**config.mk**
```make
export PLATFORM = sky130hd
export DESIGN_NAME = sample_rate_divider
export DESIGN_NICKNAME = d
export VERILOG_FILES = /design/src/rtl/srd_pkg.sv /design/src/rtl/srd_edge_detect.sv /design/src/rtl/srd_div_hold.sv /design/src/rtl/srd_half_counter.sv /design/src/rtl/srd_frame_counter.sv /design/src/rtl/sample_rate_divider.sv
export SDC_FILE = /design/constraint.sdc
export NUM_CORES = 1
export LEC_CHECK = 0
export BUFFER_PORTS_ARGS = -buffer_cell sky130_fd_sc_hd__buf_2
export CAP_MARGIN = 30
export CORE_ASPECT_RATIO = 1.4
export CORE_MARGIN = 2
export CORE_UTILIZATION = 24
export DETAILED_ROUTE_END_ITERATION = 12
export PLACE_DENSITY = 0.51
export SYNTH_ARGS = -nofsm -noshare
export SYNTH_HDL_FRONTEND = slang
export SYNTH_SLANG_ARGS = --single-unit
export TNS_END_PERCENT = 20
```
**constraint.sdc**
```tcl
create_clock -name clk -period 4 [get_ports clk]
set_input_delay 0.4 -clock clk [delete_from_list [all_inputs] [get_ports clk]]
set_output_delay 0.4 -clock clk [all_outputs]
set_load 0.02 [all_outputs]
```
**src/rtl/srd_pkg.sv**
```systemverilog
package srd_pkg;

  localparam int unsigned FIELD_W_DEF  = 7;
  localparam int unsigned OS_RATIO_DEF = 64;
  localparam int unsigned DIV_LO_DEF   = 5;
  localparam int unsigned DIV_HI_DEF   = 128;

  // Map a raw divisor field onto the legal range; zero selects the top value.
  function automatic int unsigned eff_divisor(input int unsigned field,
                                              input int unsigned lo,
                                              input int unsigned hi);
    if (field == 0)  return hi;
    if (field < lo)  return lo;
    if (field > hi)  return hi;
    return field;
  endfunction

endpackage

```
**src/rtl/srd_edge_detect.sv**
```systemverilog
module srd_edge_detect #(
  parameter int unsigned SYNC_STAGES = 2
) (
  input  logic clk,
  input  logic rst,
  input  logic sclk_in,
  output logic half_evt
);
  localparam int unsigned CHAIN_W = SYNC_STAGES + 1;

  logic [CHAIN_W-1:0] chain_q;

  always_ff @(posedge clk) begin
    if (rst) chain_q <= '0;
    else     chain_q <= {chain_q[CHAIN_W-2:0], sclk_in};
  end

  // Any change between the two oldest stages is one half-period of sclk_in.
  assign half_evt = chain_q[CHAIN_W-1] ^ chain_q[CHAIN_W-2];

endmodule

```
**src/rtl/srd_div_hold.sv**
```systemverilog
module srd_div_hold
  import srd_pkg::*;
#(
  parameter int unsigned FIELD_W = FIELD_W_DEF,
  parameter int unsigned DIV_LO  = DIV_LO_DEF,
  parameter int unsigned DIV_HI  = DIV_HI_DEF,
  localparam int unsigned HOLD_W = $clog2(DIV_HI + 1)
) (
  input  logic               clk,
  input  logic               rst,
  input  logic [FIELD_W-1:0] div_field,
  input  logic               load,
  output logic [HOLD_W-1:0]  div_q
);
  logic [HOLD_W-1:0] div_next;

  always_comb div_next = HOLD_W'(eff_divisor(int'(div_field), DIV_LO, DIV_HI));

  always_ff @(posedge clk) begin
    if (rst)       div_q <= div_next;
    else if (load) div_q <= div_next;
  end

  a_r8_reload_at_boundary: assert property (@(posedge clk) disable iff (rst)
    !load |=> $stable(div_q));

  a_r5_divisor_in_range: assert property (@(posedge clk) disable iff (rst)
    (div_q >= HOLD_W'(DIV_LO)) && (div_q <= HOLD_W'(DIV_HI)));

endmodule

```
**src/rtl/srd_half_counter.sv**
```systemverilog
module srd_half_counter #(
  parameter int unsigned HOLD_W = 8
) (
  input  logic              clk,
  input  logic              rst,
  input  logic              half_evt,
  input  logic [HOLD_W-1:0] div_q,
  output logic              os_evt,
  output logic              os_tick
);
  logic [HOLD_W-1:0] cnt_q;

  assign os_evt = half_evt && (cnt_q == div_q - HOLD_W'(1));

  always_ff @(posedge clk) begin
    if (rst) begin
      cnt_q   <= '0;
      os_tick <= 1'b0;
    end else begin
      os_tick <= os_evt;
      if (half_evt) cnt_q <= os_evt ? '0 : cnt_q + HOLD_W'(1);
    end
  end

  a_r2_count_below_div: assert property (@(posedge clk) disable iff (rst)
    cnt_q < div_q);

  a_r2_idle_without_edge: assert property (@(posedge clk) disable iff (rst)
    !half_evt |=> $stable(cnt_q));

  a_r9_os_single_cycle: assert property (@(posedge clk) disable iff (rst)
    os_tick |=> !os_tick);

endmodule

```
**src/rtl/srd_frame_counter.sv**
```systemverilog
module srd_frame_counter #(
  parameter int unsigned OS_RATIO = 64,
  localparam int unsigned PH_W = $clog2(OS_RATIO)
) (
  input  logic clk,
  input  logic rst,
  input  logic os_evt,
  output logic fs_evt,
  output logic fs_tick
);
  logic [PH_W-1:0] ph_q;

  assign fs_evt = os_evt && (ph_q == PH_W'(OS_RATIO - 1));

  always_ff @(posedge clk) begin
    if (rst) begin
      ph_q    <= '0;
      fs_tick <= 1'b0;
    end else begin
      fs_tick <= fs_evt;
      if (os_evt) ph_q <= fs_evt ? '0 : ph_q + PH_W'(1);
    end
  end

  a_r4_phase_moves_on_os: assert property (@(posedge clk) disable iff (rst)
    !os_evt |=> $stable(ph_q));

  a_r9_fs_single_cycle: assert property (@(posedge clk) disable iff (rst)
    fs_tick |=> !fs_tick);

endmodule

```
**src/rtl/sample_rate_divider.sv**
```systemverilog
module sample_rate_divider
  import srd_pkg::*;
#(
  parameter int unsigned FIELD_W     = FIELD_W_DEF,
  parameter int unsigned OS_RATIO    = OS_RATIO_DEF,
  parameter int unsigned DIV_LO      = DIV_LO_DEF,
  parameter int unsigned DIV_HI      = DIV_HI_DEF,
  parameter int unsigned SYNC_STAGES = 2
) (
  input  logic               clk,
  input  logic               rst,
  input  logic               sclk_in,
  input  logic [FIELD_W-1:0] div_field,
  output logic               os_tick,
  output logic               fs_tick
);
  localparam int unsigned HOLD_W = $clog2(DIV_HI + 1);

  logic              half_evt;
  logic              os_evt;
  logic              fs_evt;
  logic [HOLD_W-1:0] div_q;

  srd_edge_detect #(.SYNC_STAGES(SYNC_STAGES)) u_edge (
    .clk(clk), .rst(rst), .sclk_in(sclk_in), .half_evt(half_evt)
  );

  srd_div_hold #(.FIELD_W(FIELD_W), .DIV_LO(DIV_LO), .DIV_HI(DIV_HI)) u_hold (
    .clk(clk), .rst(rst), .div_field(div_field), .load(fs_evt), .div_q(div_q)
  );

  srd_half_counter #(.HOLD_W(HOLD_W)) u_half (
    .clk(clk), .rst(rst), .half_evt(half_evt), .div_q(div_q),
    .os_evt(os_evt), .os_tick(os_tick)
  );

  srd_frame_counter #(.OS_RATIO(OS_RATIO)) u_frame (
    .clk(clk), .rst(rst), .os_evt(os_evt), .fs_evt(fs_evt), .fs_tick(fs_tick)
  );

  a_r3_fs_needs_os: assert property (@(posedge clk) disable iff (rst)
    fs_tick |-> os_tick);

  a_r1_quiet_in_reset: assert property (@(posedge clk)
    $past(rst) |-> (!os_tick && !fs_tick));

endmodule

```
-- After elaboration in Yosys (flattened, before gate mapping)
Index checks and enable logic that the tools add are counted.
- add/subtract/negate cells: 3
- $lt $le $gt $ge: 1
- equality and inequality tests: 2
- mux-type cells: 11
- bitwise logic cells: 1
- reductions and logical operators: 4
- operators by type and width (kind ; count):
    8-bit two-way mux ; 7
    8-bit by 1-bit adder with 8-bit output, second input constant ; 1
    8-bit == test ; 1
    8-bit by 1-bit subtractor with 8-bit output, second input constant ; 1
    7-bit logical NOT ; 1
    7-bit by 3-bit less-than comparator with 1-bit output, second input constant ; 1
    6-bit by 1-bit adder with 6-bit output, second input constant ; 1
    6-bit == test, second input constant ; 1
    6-bit two-way mux ; 1
    1-bit two-way mux ; 3
    1-bit logical AND ; 2
    2-bit nonzero test ; 1
    1-bit XOR ; 1
- register bits: 27
- input bits: 10
- word-level logic and storage cells: 28

-- Longest topological paths before layout
- depth after elaboration: 7
- gate-level depth with buffers: 8
- gate-level depth less buffers: 8

-- Modules after synthesis
A second synthesis with hierarchy kept.
- cell total of the unflattened synthesis: 130
- area total of the unflattened synthesis: 1366.3 um^2
- modules (own cells, without submodules) (module ; instances ; cells each ; area each (um^2) ; seq. area each (um^2)):
    srd_half_counter ; 1 ; 73 ; 654.4 ; 180.2
    srd_div_hold ; 1 ; 20 ; 326.6 ; 240.2
    srd_frame_counter ; 1 ; 30 ; 297.8 ; 140.1
    srd_edge_detect ; 1 ; 7 ; 87.6 ; 60.1

-- Worst setup path before layout
No wires, ideal clock.
- path kind: register to register
- start point: register u_hold.div_q[0]
- end point: register u_hold.div_q[0] (enable)
- arrival time: 2.526 ns
- setup slack: 1.090 ns
- cell stages (with the launch flop): 9
- clock period less this slack: 2.910 ns
- cell sequence: edfxtp_1 inv_1 ha_1 or3b_2 nor4_1 o211ai_1 a21oi_1 nand2_1 o21ai_0
- word-level cells in the longest chain between the ends: 5
- RTL lines (what ; line ; source):
    from (decl) ; srd_div_hold.sv:13 ; output logic [HOLD_W-1:0] div_q
    from (signal assigned) ; srd_div_hold.sv:20 ; if (rst) div_q <= div_next;
    from (signal assigned) ; srd_div_hold.sv:21 ; else if (load) div_q <= div_next;
    8-bit by 1-bit subtractor with 8-bit output ; srd_half_counter.sv:13 ; assign os_evt = half_evt && (cnt_q == div_q - HOLD_W'(1));
    8-bit == test ; srd_half_counter.sv:13 ;
    1-bit logical AND ; srd_half_counter.sv:13 ;
    1-bit logical AND ; srd_frame_counter.sv:13 ; assign fs_evt = os_evt && (ph_q == PH_W'(OS_RATIO - 1));
    2-bit nonzero test (no line) ; n/a ;
No other way between the ends.
A chain may end at the register's enable or synchronous reset.

-- Worst setup path after layout
- start point: register u_hold.div_q[0]
- end point: register u_hold.div_q[3] (enable)
Same word-level chain as after synthesis.

==> metrics.cfg <==
[synth]
netlist_top_cells_area = dfxtp_1, edfxtp_1, xnor2_1, xor2_1, nor3_1
ys_warn_count = 0
syn_avg_cell_area_um2 = 9.487
ys_seq_elements = 27
synthArstFlopShare = 0
syn_nets = 159
ys_seq_area_frac = 0.4481
yosys.area.top_type = dfxtp_1
synth_edf_count = 8
netlist-cell-type-count = 41
syn_inst = 146
synth_top_area_frac = 0.2746
ys.flop_type = dfxtp_1
netlist_area_um2 = 1385

[die]
fp.dieW_um = 68.21
design.die.area_um2 = 6403
std_cell_rows = 32
fp.dieH_um = 93.89
start_util = 0.2507
core_area_um2 = 5525
pin_count = 12

[setup_path]
required_ps = 3990
critPathKind = flip-flop to flip-flop
r2r_cells = 9
rrSetupSlack_ps = 1260
r2r_start = u_hold.div_q[0]
crit_fanout = 8
setup.worst_path.end_class = flip-flop
critical_path_arrival_ps = 2730
worstSetupStartpointType = flip-flop
timing.rr.end = u_hold.div_q[3]

[grt]
grt_pass1_vias = 1026
antenna_found_initial = 0
grt_usage = 0.09550
grt_pass1_wl_um = 4678
overflow = 0
grt_max_degree = 21

[cts]
cts_resized = 0
cts_sinks = 27
ctsHtreeMaxLevel = 1
clock_latency_ps = 270
clk_path_buf_depth = 2
cts_made_buffers = 3
clkTransAtPathRegs_ps = 80
cts_root_buf = clkbuf_8
cts_tree = done
holdBufCountCts = 0
post_cts_buffers = 0

[power_and_ir_drop]
comb_power_share = 0.082
pwr-share-clk = 0.313
internal-power_mw = 0.3786
power_mw = 0.4912
switchingPower_mw = 0.1127
powerDensity_nw_per_um2 = 318.7
seqPwrFrac = 0.605
peakVddDrop_mv = 0.2028
swShare = 0.2293
leakagePower_nw = 0.5129

[sta]
period_share = 0.6859
setup_viol = 0
post-route-min-period_ps = 2743
skew_ps = 6.808
finalHoldViolCount = 0
fin_tns_setup_ps = 0
grt_setup_unrepaired = no
report.final.slew_viol_count = 0
relSlewSlack = 0.6887
worst_pin_slew_ps = 465.3
fmax_ghz = 0.3645

[routing]
drc = 0
ant_nets = 0
viasPerCell = 4.857
drt_iter0_markers = 9
post_drt_wl_per_cell_um = 12.56
wirelength_um = 2801
dr.pass1.iters = 5
vias = 1083

[layout]
nFillCells = 608
area.growth.synth_to_final_pct = 11.29
drive_gt1_frac = 0.1484
antenna_cells = 0
final_util = 0.2790
final_net_count = 169

[placed_design]
numPortBuffers = 11
hpwl_um = 2155
gp_congestion = 0.7374

[hold_path]
hold_depth = 1
min_path_type = primary input to flip-flop
worstHoldStart = div_field[6]
worstHoldEndpoint = u_hold.div_q[6]

[run_status]
status = finished, final reports clean

[flow_run]
max-cap-violations = 0

-- logic make-up after synthesis --
logic type / Yosys count / synth area share
compound gates: 31 / 0.1599
buf+inv: 12 / 0.03975
simple gates: 57 / 0.2240
flops: 27 / 0.4481
xor+xnor: 16 / 0.1012
fa+ha+maj: 3 / 0.02710
-- area by class of cell --
class,instances,area [um^2],share of cell area
clock buffer,4,45.04,0.02922
multi-input combinational,107,709.4,0.4602
tap,68,85.08,0.05519
sequential,27,620.6,0.4026
timing repair buffer,12,62.56,0.04058
inverter,5,18.77,0.01218
-- layer usage --
metal / GRT usage / up-vias / routed length, um
met3: 0.01079 / 4 / 37
met4: 0.04000 / 0 / 51
met1: 0.1044 / 522 / 1133
met2: 0.1780 / 12 / 1579
met5: 0 / - / 0
li1: - / 545 / -
-- worst max-delay path: stages, from the launching register on --
cell and delay, ps:
edfxtp_1 450, inv_1 90, ha_1 220, or3b_2 470, nor4_1 240, o211ai_1 130, a21oi_1 330, nand2_1 170
o21ai_0 180, buf_4 190
-- stage by stage --
step,hold slack (ps),worst slack (ps),std cells,area (um^2)
floorplan,413.8,1090,146,1385
global placement,418.0,1356,219,1496
detailed placement,431.1,1283,219,1496
CTS,302.2,1265,223,1541
global route,309.9,1126,223,1541
finish,312.0,1257,223,1541
-- sequential cells by signal (all words and copies together), names as in the netlist --
register         count
u_frame.ph_q         6
u_edge.chain_q       3
u_frame.fs_tick      1
u_half.os_tick       1
u_hold.div_q         8
u_half.cnt_q         8
-- cell usage in the layout (no fill, tap or decap), types with 2 or more instances in the layout --
cell / n
or4_4: 2
nand4_1: 2
dfxtp_1: 19
ha_1: 3
inv_1: 5
nand2b_1: 3
or4_1: 2
edfxtp_1: 8
o21bai_1: 2
o211ai_1: 3
nor4_1: 2
or3b_2: 2
nor3_1: 11
nand3_1: 6
nand2_1: 10
nand3b_1: 2
nor2_1: 9
buf_2: 11
nor2b_1: 3
o21ai_0: 6
xnor2_1: 9
xor2_1: 7
a21oi_1: 8
clkbuf_8: 3
-- cells in the mapped netlist, types with 2 or more instances --
| cell type | number |
|---|---|
| nand4_1 | 2 |
| nand2b_1 | 3 |
| o21ai_0 | 6 |
| or4_1 | 2 |
| nor2b_1 | 3 |
| nand3_1 | 6 |
| dfxtp_1 | 19 |
| nor4_1 | 2 |
| o21bai_1 | 2 |
| a21oi_1 | 8 |
| nor2_1 | 9 |
| nand2_1 | 10 |
| ha_1 | 3 |
| or3b_2 | 2 |
| clkbuf_1 | 4 |
| nand3b_1 | 2 |
| nor3_1 | 11 |
| xor2_1 | 7 |
| inv_1 | 5 |
| xnor2_1 | 9 |
| edfxtp_1 | 8 |
| o211ai_1 | 3 |
| or4_4 | 2 |
-- worst max path at each step --
| stage | start | end | slack (ps) | cells past startpoint |
|---|---|---|---|---|
| 6_report | u_hold.div_q[0] | u_hold.div_q[3] | 1260 | 9 |
| 2_1_floorplan | u_hold.div_q[0] | u_hold.div_q[0] | 1090 | 8 |
| 3_3_place_gp | u_hold.div_q[0] | u_hold.div_q[5] | 1360 | 9 |
| 3_5_place_dp | u_hold.div_q[0] | u_hold.div_q[6] | 1280 | 9 |
| 5_1_grt | u_hold.div_q[0] | u_hold.div_q[4] | 1130 | 9 |
| 4_1_cts | u_hold.div_q[0] | u_hold.div_q[6] | 1260 | 9 |
-- power by group through the flow --
| stage | Combinational (mW) | Sequential, mW | Clock, mW |
|---|---|---|---|
| floorplan | 0.0302 | 0.301 | 0 |
| global placement | 0.0408 | 0.304 | 0 |
| detailed placement | 0.0405 | 0.304 | 0 |
| CTS | 0.0409 | 0.297 | 0.164 |
| global route | 0.0455 | 0.298 | 0.171 |
| finish | 0.0405 | 0.297 | 0.154 |
(Power assumes the default switching activity.)
